File: config.mk
export PLATFORM = sky130hd
export DESIGN_NAME = pin_debounce
export DESIGN_NICKNAME = d
export VERILOG_FILES = /design/src/rtl/pin_debounce.sv
export SDC_FILE = /design/constraint.sdc
export NUM_CORES = 1
export LEC_CHECK = 0
export CAP_MARGIN = 20
export CELL_PAD_IN_SITES_DETAIL_PLACEMENT = 1
export CELL_PAD_IN_SITES_GLOBAL_PLACEMENT = 1
export CORE_MARGIN = 2
export CORE_UTILIZATION = 44
export DETAILED_ROUTE_END_ITERATION = 16
export PLACE_DENSITY = 0.95
export SLEW_MARGIN = 20
export SYNTH_ARGS = -nofsm -noshare
export SYNTH_HDL_FRONTEND = slang
export SYNTH_SLANG_ARGS = --single-unit
File: constraint.sdc
create_clock -name clk -period 8.7 [get_ports clk]
set_clock_uncertainty 0.15 [all_clocks]
set_input_delay 1.74 -clock clk [delete_from_list [all_inputs] [get_ports clk]]
set_output_delay 1.74 -clock clk [all_outputs]
set_load 0.005 [all_outputs]
File: src/rtl/pin_debounce.sv
module pin_debounce #(
  parameter int CODE_W   = 3,
  parameter int RATE_LSB = 5,
  parameter int EN_BIT   = 8,
  parameter int CTRL_W   = 9
) (
  input  logic              clk,
  input  logic              rst_n,
  input  logic              tick_ms,
  input  logic              raw_in,
  input  logic [CTRL_W-1:0] pin_ctrl,
  output logic              level_out
);
  localparam int CNT_W = 2 ** CODE_W;

  logic              en;
  logic [CODE_W-1:0] code;
  logic [CODE_W:0]   cfg_q;
  logic              cfg_chg;
  logic [CNT_W-1:0]  win;
  logic [CNT_W-1:0]  cnt_q;
  logic              filt_q;
  logic              unused_ctrl;

  assign en          = pin_ctrl[EN_BIT];
  assign code        = pin_ctrl[RATE_LSB +: CODE_W];
  assign cfg_chg     = {en, code} != cfg_q;
  assign win         = CNT_W'(1) << code;
  assign level_out   = en ? filt_q : raw_in;
  assign unused_ctrl = ^pin_ctrl;

  always_ff @(posedge clk or negedge rst_n) begin
    if (!rst_n) begin
      cfg_q  <= '0;
      cnt_q  <= '0;
      filt_q <= 1'b0;
    end else begin
      cfg_q <= {en, code};
      if (cfg_chg || !en) begin
        filt_q <= raw_in;
        cnt_q  <= '0;
      end else if (raw_in == filt_q) begin
        cnt_q <= '0;
      end else if (tick_ms) begin
        if (cnt_q + 1'b1 == win) begin
          filt_q <= raw_in;
          cnt_q  <= '0;
        end else begin
          cnt_q <= cnt_q + 1'b1;
        end
      end
    end
  end


  bypass_track_chk: assert property (@(posedge clk) disable iff (!rst_n)
    !en |=> filt_q == $past(raw_in));


  no_tick_hold_chk: assert property (@(posedge clk) disable iff (!rst_n)
    (en && !cfg_chg && !tick_ms) |=> $stable(filt_q));


  match_restart_chk: assert property (@(posedge clk) disable iff (!rst_n)
    (en && !cfg_chg && raw_in == filt_q) |=> cnt_q == '0);


  cfg_restart_chk: assert property (@(posedge clk) disable iff (!rst_n)
    cfg_chg |=> (cnt_q == '0 && filt_q == $past(raw_in)));


  no_overflow_chk: assert property (@(posedge clk) disable iff (!rst_n)
    (en && !cfg_chg) |-> cnt_q < win);
endmodule

==> run metrics, run 1 <==
top post-synthesis cells by area dfrtp_1, xor2_1, nand2_1; Max stage delay on crit path 0.50 ns; Overall Global Routing Usage 0.219; Mean Syn Cell Area 9.18 sq um; leading area contributor after synthesis dfrtp_1; first-pass GRT wire length 4280 microns; non-filler instance count after layout 147; post-CTS sizing 0; DR pass1 iterations 4; top cell type's share of synthesized area 0.322; met2 Use GR 0.384; Post-DRT Antenna Nets 0; htree depth 1; Slew Limit Fails 0; sequential fraction of the synthesis area 0.322; Hold WS 0.436 ns; Worst path slowest cell clkdlybuf4s50_1; DR vias/cell 5.99; die width 51.9 microns; Final nets 134; leakage power 0.414 nW; flop-to-flop setup slack 5.51 ns; setup tns final 0 ns; layout cells sized above 1 0.151; r2r startpoint cnt_q[0]; Synth Instances 110; Hold Buf Count CTS 0; Crit. Startpoint pin_ctrl[8]; Worst setup endpoint level_out; RSZ-0062 raised after global routing no; Ant. Diodes 0; Area Growth Syn to Fin 11.4%; DR iter-0 viols 13; clock sinks 13; post-detail-place hpwl 1960 microns; initial antenna violation count 0; peak supply drop 68.9 uV; Row Count 17; final hold vios 0; Reg2Reg Depth 8; clock buffer count from CTS 3; CP Max Fanout 3; synth warn 0; f_max 203 MHz; worst hold path class flip-flop to flip-flop; hold path start cnt_q[7]; Startpoint Class input port; Post-Syn Area 1010 sq um; Top-Level Pins 14; Critical Path Most Common Cell clkdlybuf4s50_1; drt wl/cell 17.1 microns; Top Usage Layer GRT met2; CP Data Arrival Time 3.02 ns; clock tree buffer depth 2; total number of vias 881; syn_nets 124; Req. time, crit path 6.81 ns; max-cap check violation count 0; global route overflow 0; global placer's final weighted congestion 0.895; total core area 2190 sq um; largest net degree at the start of global routing 14; Port Buffers 8; RR Endpoint filt_q; die area 2690 sq um; vias in the first global route 911; M3 GR Usage 0.0431; post-layout util 0.513; Die H 51.9 microns; Worst Max-Slew Pin Slew 0.806 ns; Clock Root Buffer clkbuf_4; final worst path period need 4.91 ns; met1 usage 0.266; crit path cell chain clkdlybuf4s50_1 -> mux2_2 -> clkdlybuf4s50_1; Pwr per Cell Area 106 nW/um^2; unique cell type count in the Yosys netlist 48; Skew-Pair Late Insertion Delay 0.28 ns; Final period util 0.565; critical path class input port to output port; Final setup viols 0; CTS clk-pin slew, worst paths 0.08 ns; #FFs+latches synth 13; relative slew slack 0.459; Routed WL 2510 microns; dpl cells 143; postcts setup bufs 0; status complete, no violations; DRC 0; CP endpoint kind output port; Initial Util 0.461; CTS tree done
cell families after synthesis:
kind of cell | synth area share
compound gates | 0.243
fa+ha+maj | 0.0124
flops | 0.322
buf+inv | 0.0372
simple gates | 0.261
mux | 0.0458
xor+xnor | 0.0781
flip-flops by register name (all words and copies together) (netlist names):
signal and cells:
filt_q 1, cfg_q 4, cnt_q 8
power by group:
group / total, mW / leakage (nW) / internal, mW / switching (mW)
sequential: 0.0625 / 0.170 / 0.0616 / 0.000883
clock: 0.0377 / 0.0150 / 0.0178 / 0.0199
combinational: 0.0186 / 0.229 / 0.00830 / 0.0103
total: 0.119 / 0.414 / 0.0877 / 0.0311
cell usage after synthesis, drive strengths merged:
cell	count
nor3	5
xor2	6
o211ai	1
o21ba	1
or4	2
o311ai	1
nor4	1
buf	3
a2111oi	1
nand3	5
o2111a	1
a21o	1
and2	1
o21ai	8
ha	1
nor3b	1
nor2	5
nor2b	2
o21a	1
or3	3
inv	3
nand2	12
and2b	1
or2b	1
and3b	1
nand4	2
o32ai	1
a31o	1
and4	1
and3	2
a221o	1
mux2	2
a211oi	1
a21boi	1
xnor2	3
a21oi	6
dfrtp	13
a31oi	1
nand2b	2
mux2i	2
o22ai	3
per-stage QoR:
stage / total power [mW] / setup WS, ns / cell area, sq um
2_1_floorplan: 0.0738 / 4.76 / 1010
3_3_place_gp: 0.0811 / 3.78 / 1100
3_5_place_dp: 0.0824 / 3.77 / 1100
4_1_cts: 0.120 / 3.77 / 1120
5_1_grt: 0.125 / 3.74 / 1120
6_report: 0.119 / 3.79 / 1120
layout by cell type, fill, tap and decap left out, types with 3 or more instances in the layout:
cell type and n:
nor3_1 5, nand3_1 4, nor2_1 5, a21oi_1 6
xor2_1 6, inv_1 3, o21ai_0 4, o22ai_1 3
dfrtp_1 13, clkdlybuf4s50_1 8, xnor2_1 3, clkbuf_4 3
nand2_1 12
worst min-delay path by stage:
| stage | cells after the start | slack (ns) | to |
|---|---|---|---|
| after detailed placement | 1 | 0.41 | filt_q |
| final | 2 | 0.44 | cnt_q[7] |
| after CTS | 2 | 0.43 | cnt_q[7] |
| after global routing | 1 | 0.45 | filt_q |
| after global placement | 2 | 0.39 | cnt_q[7] |
| after floorplan | 2 | 0.34 | cnt_q[7] |
final cells by class:
cell class | instances | area (sq um)
fill | 268 | 1070
sequential | 13 | 325
multi-input combinational | 91 | 647
clock buffer | 4 | 26.3
tap | 28 | 35.0
timing repair buffer | 8 | 80.1
inverter | 3 | 11.3
per-layer routing:
layer | part of all wire | vias up | wire [microns]
li1 | - | 423 | -
met5 | 0 | - | 0
met3 | 0.019 | 4 | 48
met2 | 0.52 | 11 | 1290
met1 | 0.45 | 443 | 1140
met4 | 0.011 | 0 | 27
critical path: cells and delay by family:
family,cells,cell delay [ns]
muxes,1,0.34
buffers and inverters,2,0.94
Power figures use the tool's default switching activity.
==> run 2, diff against run 1 <==
- CORE_UTILIZATION: 44 -> 41
- PLACE_DENSITY: 0.95 -> 0.9
- clock period: 8.7 -> 4.8 ns (I/O delays scaled with it)
==> run 2 against run 1 <==
  * Power rose by 86%
  * First-iteration DRC count fell by 46%
  * Critical endpoint unchanged
  * Global-route usage rose by 0.90 points
  * Setup slack got worse by 2.4 ns
  * Routed wire length rose by 3.9%
  * Non-clock buffer count rose by 1
  * Cell area rose by 0.78%
  * Utilization fell by 1.5 points
  * Critical path type unchanged
  * Clock-buffer cell count fell by 1
  * Critical path depth did not move
  * Highest routed layer unchanged
  * Via count rose by 1.6%
  * Sequential share of layout area fell by 0.22 points
==> run metrics, run 2 (synthesis gave the netlist of run 1 again) <==
max-cap check violation count 0; design area 1130 sq um; clock sinks 13; Top-Level Pins 14; htree depth 1; register area 325 sq um; drt wl/cell 17.6 microns; critical path class input port to output port; layout cells sized above 1 0.167; CP endpoint kind output port; Overall Global Routing Usage 0.228; relative slew slack 0.491; setup tns final 0 ns; leakage power 0.423 nW; postcts setup bufs 0; Area Growth Syn to Fin 12.3%; f_max 295 MHz; largest net degree at the start of global routing 14; status complete, no violations; initial antenna violation count 0; global route overflow 0; DR vias/cell 6.05; Largest register FFs 8; Worst Max-Slew Pin Slew 0.756 ns; Final nets 135; final worst path period need 3.39 ns; post-detail-place hpwl 1950 microns; fill count 270; vias in the first global route 923; clock buffer count from CTS 3; DR iter-0 viols 7; clock tree buffer depth 2; die area 2880 sq um; first-pass GRT wire length 4550 microns; worst hold path class flip-flop to flip-flop; worst hold stages 1; Placement Cell Area 1110 sq um; Hold Buf Count CTS 0; CTS tree done; Port Buffers 8; Final setup viols 0; commonest non-fill, non-tap cell in the layout dfrtp_1; Biggest register cnt_q; Ant. Diodes 0; CP Data Arrival Time 2.28 ns; Pwr per Cell Area 194 nW/um^2; multi-input gate area in the final layout 647 sq um; Clock Root Buffer clkbuf_4; total core area 2280 sq um; Post-DRT Antenna Nets 0; CP Max Fanout 3; total power 0.220 mW; post-CTS sizing 0; Routed WL 2610 microns; Startpoint Class input port; most frequent cells in the layout dfrtp_1, nand2_1, clkdlybuf4s50_1; total number of vias 895; Initial Util 0.444; Slew Limit Fails 0; global placer's final weighted congestion 0.804; Final period util 0.707; die width 53.6 microns; biggest regs cnt_q: 8 flops, cfg_q: 4 flops, filt_q: 1 flops; CTS clk-pin slew, worst paths 0.09 ns; Reg2Reg Depth 8; peak supply drop 155 uV; Row Count 17; DR pass1 iterations 4; DRC 0; Skew-Pair Late Insertion Delay 0.29 ns; final hold vios 0; RSZ-0062 raised after global routing no; Die H 53.6 microns; Req. time, crit path 3.69 ns
-- run 2: cell type report --
class,instances,share of cell area
Tap cell,28,0.0309
Clock buffer,3,0.0199
Timing Repair Buffer,9,0.0773
Sequential cell,13,0.287
Clock inverter,1,0.00442
Inverter,3,0.00993
Multi-Input combinational cell,91,0.571
-- run 2: path summary, 6_finish.rpt --
path,startpoint,endpoint,slack (ns)
hold reg to reg,filt_q,filt_q,0.44
setup reg to reg,cnt_q[0],filt_q,1.64
max in group asynchronous,rst_n,cnt_q[5],3.17
min in group asynchronous,rst_n,cfg_q[0],0.91
setup / recovery,pin_ctrl[8],level_out,1.41
hold / removal,filt_q,filt_q,0.44
-- run 2: report_power, final --
part	leakage (nW)	switching [mW]	internal, mW
combinational	0.235	0.0188	0.0151
sequential	0.170	0.00155	0.112
clock	0.0177	0.0421	0.0310
-- run 2: routing by layer --
metal,wire (microns),vias up,track usage
met5,0,-,0
li1,-,429,-
met2,1300,15,0.389
met3,54,7,0.0361
met4,75,0,0.115
met1,1170,444,0.278
-- run 2: worst max-delay path: stages --
cell,delay (ns)
clkdlybuf4s50_1,0.53
mux2_2,0.35
clkdlybuf4s50_1,0.44
-- run 2: metrics by stage --
stage	hold slack, ns	std cells	setup WS, ns	utilization
after global routing	0.467	148	1.33	0.498
final	0.437	148	1.41	0.498
after floorplan	0.344	110	1.90	-
after CTS	0.438	148	1.40	0.498
after global placement	0.391	144	1.23	0.486
after detailed placement	0.406	144	1.16	0.486
==> run 3, diff against run 2 <==
- CORE_UTILIZATION: 41 -> 37
- PLACE_DENSITY: 0.9 -> 0.87
- clock period: 4.8 -> 3.1 ns (I/O delays scaled with it)
==> run 3 against run 2 <==
  * Non-clock buffer count up 14
  * Worst hold slack worse by 0.0081 ns
  * Sequential cell count unchanged
  * Critical path type is now flip-flop to flip-flop
  * Largest power group unchanged
  * Utilization down 0.60 points
  * Critical path depth up 5
  * Largest cell class unchanged
  * Critical endpoint is now filt_q
==> run metrics, run 3 (synthesis gave the netlist of run 1 again) <==
Top-Level Pins 14; Die H 56.2 microns; cell internal pwr 0.253 mW; commonest non-fill, non-tap cell in the layout buf_4; multi-input gate area in the final layout 647 sq um; Hold WS 0.429 ns; drt wl/cell 17.0 microns; final worst path period need 2.88 ns; Clock power frac 0.330; DR vias/cell 5.83; Req. time, crit path 3.14 ns; Port Buffers 8; CP top delay family compound AO/OA/AOI/OAI gates; Max stage delay on crit path 0.45 ns; DRC 0; total core area 2520 sq um; dpl cells 160; CTS clk-pin slew, worst paths 0.10 ns; postcts setup bufs 0; relative slew slack 0.533; RSZ-0062 raised after global routing no; status complete, no violations; setup tns final 0 ns; Worst Path Buf+Inv 0; post-detail-place hpwl 2070 microns; DR pass1 iterations 4; Overall Global Routing Usage 0.199; initial antenna violation count 0; critical path class flip-flop to flip-flop; peak supply drop 191 uV; Largest register FFs 8; layout cells sized above 1 0.254; Worst Max-Slew Pin Slew 0.694 ns; r2r startpoint cnt_q[1]; global route overflow 0; leakage power 0.491 nW; total power 0.356 mW; Routed WL 2790 microns; Hold Buf Count CTS 0; Area Growth Syn to Fin 22.9%; Biggest register cnt_q; final hold vios 0; largest net degree at the start of global routing 14; Final nets 149; fill count 308; die area 3160 sq um; post-CTS sizing 0; Row Count 18; Sw Ratio 0.289; Crit. Startpoint cnt_q[1]; Slew Limit Fails 0; total number of vias 956; CP Max Fanout 7; Skew-Pair Late Insertion Delay 0.30 ns; Final setup viols 0; global placer's final weighted congestion 0.860; clock buffer count from CTS 3; hold path start filt_q; clock sinks 13; Pwr per Cell Area 287 nW/um^2; CTS tree done; Switch Pwr 0.103 mW; Startpoint Class flip-flop; f_max 347 MHz; register area 325 sq um; max-cap check violation count 0; CP Data Arrival Time 2.92 ns; die width 56.2 microns; crit path cell chain ha_1 -> nand3_2 -> or3_4 -> a2111oi_4 -> o21ai_2 -> a211oi_4 -> a31oi_2 -> mux2_4; combinational power share 0.178; Placement Cell Area 1210 sq um; most frequent cells in the layout buf_4, dfrtp_1, nand2_1; Worst path slowest cell or3_4; clock tree buffer depth 2; CP endpoint kind flip-flop; DR iter-0 viols 18; Sequential Power Share 0.492; Post-DRT Antenna Nets 0; Clock Root Buffer clkbuf_4; design area 1240 sq um; Ant. Diodes 0; non-filler instance count after layout 164; first-pass GRT wire length 4920 microns; worst hold path class flip-flop to flip-flop; vias in the first global route 1,039; Initial Util 0.400; Final period util 0.930; biggest regs cnt_q: 8 flops, cfg_q: 4 flops, filt_q: 1 flops; htree depth 1
==> run 3: per-stage QoR <==
step                utilization  setup WS (ns)
floorplan                     -          0.322
global placement          0.481         0.0422
detailed placement        0.481         0.0106
CTS                       0.492          0.224
global route              0.492         0.0829
finish                    0.492          0.218
==> run 3: worst paths after layout <==
kind                       depth (start not counted)  slack, ns  endpoint
setup reg to reg                                   8       0.22    filt_q
setup / recovery                                   8       0.22    filt_q
max in group asynchronous                          1       1.84  cnt_q[3]
hold / removal                                     1       0.43    filt_q
hold reg to reg                                    1       0.43    filt_q
min in group asynchronous                          1       0.56  cfg_q[1]
==> run 3: routing by layer <==
metal,share of wire,GRT usage
met1,0.42,0.229
met2,0.53,0.358
met3,0.028,0.0349
met4,0.021,0.0850
met5,0,0
==> run 3: area by class of cell <==
cell class,count,area share
repair buffers,23,0.155
inverters,3,0.00907
flip-flops and latches,13,0.262
multi-input cells,91,0.521
clock inverters,1,0.00403
well taps,30,0.0302
clock buffers,3,0.0181
==> run 3: power by group through the flow <==
stage          Sequential [mW]  Combinational (mW)  Clock [mW]
3_3_place_gp             0.178              0.0601           0
5_1_grt                  0.176              0.0701       0.124
3_5_place_dp             0.178              0.0630           0
2_1_floorplan            0.178              0.0292           0
6_report                 0.175              0.0632       0.117
4_1_cts                  0.175              0.0640       0.118
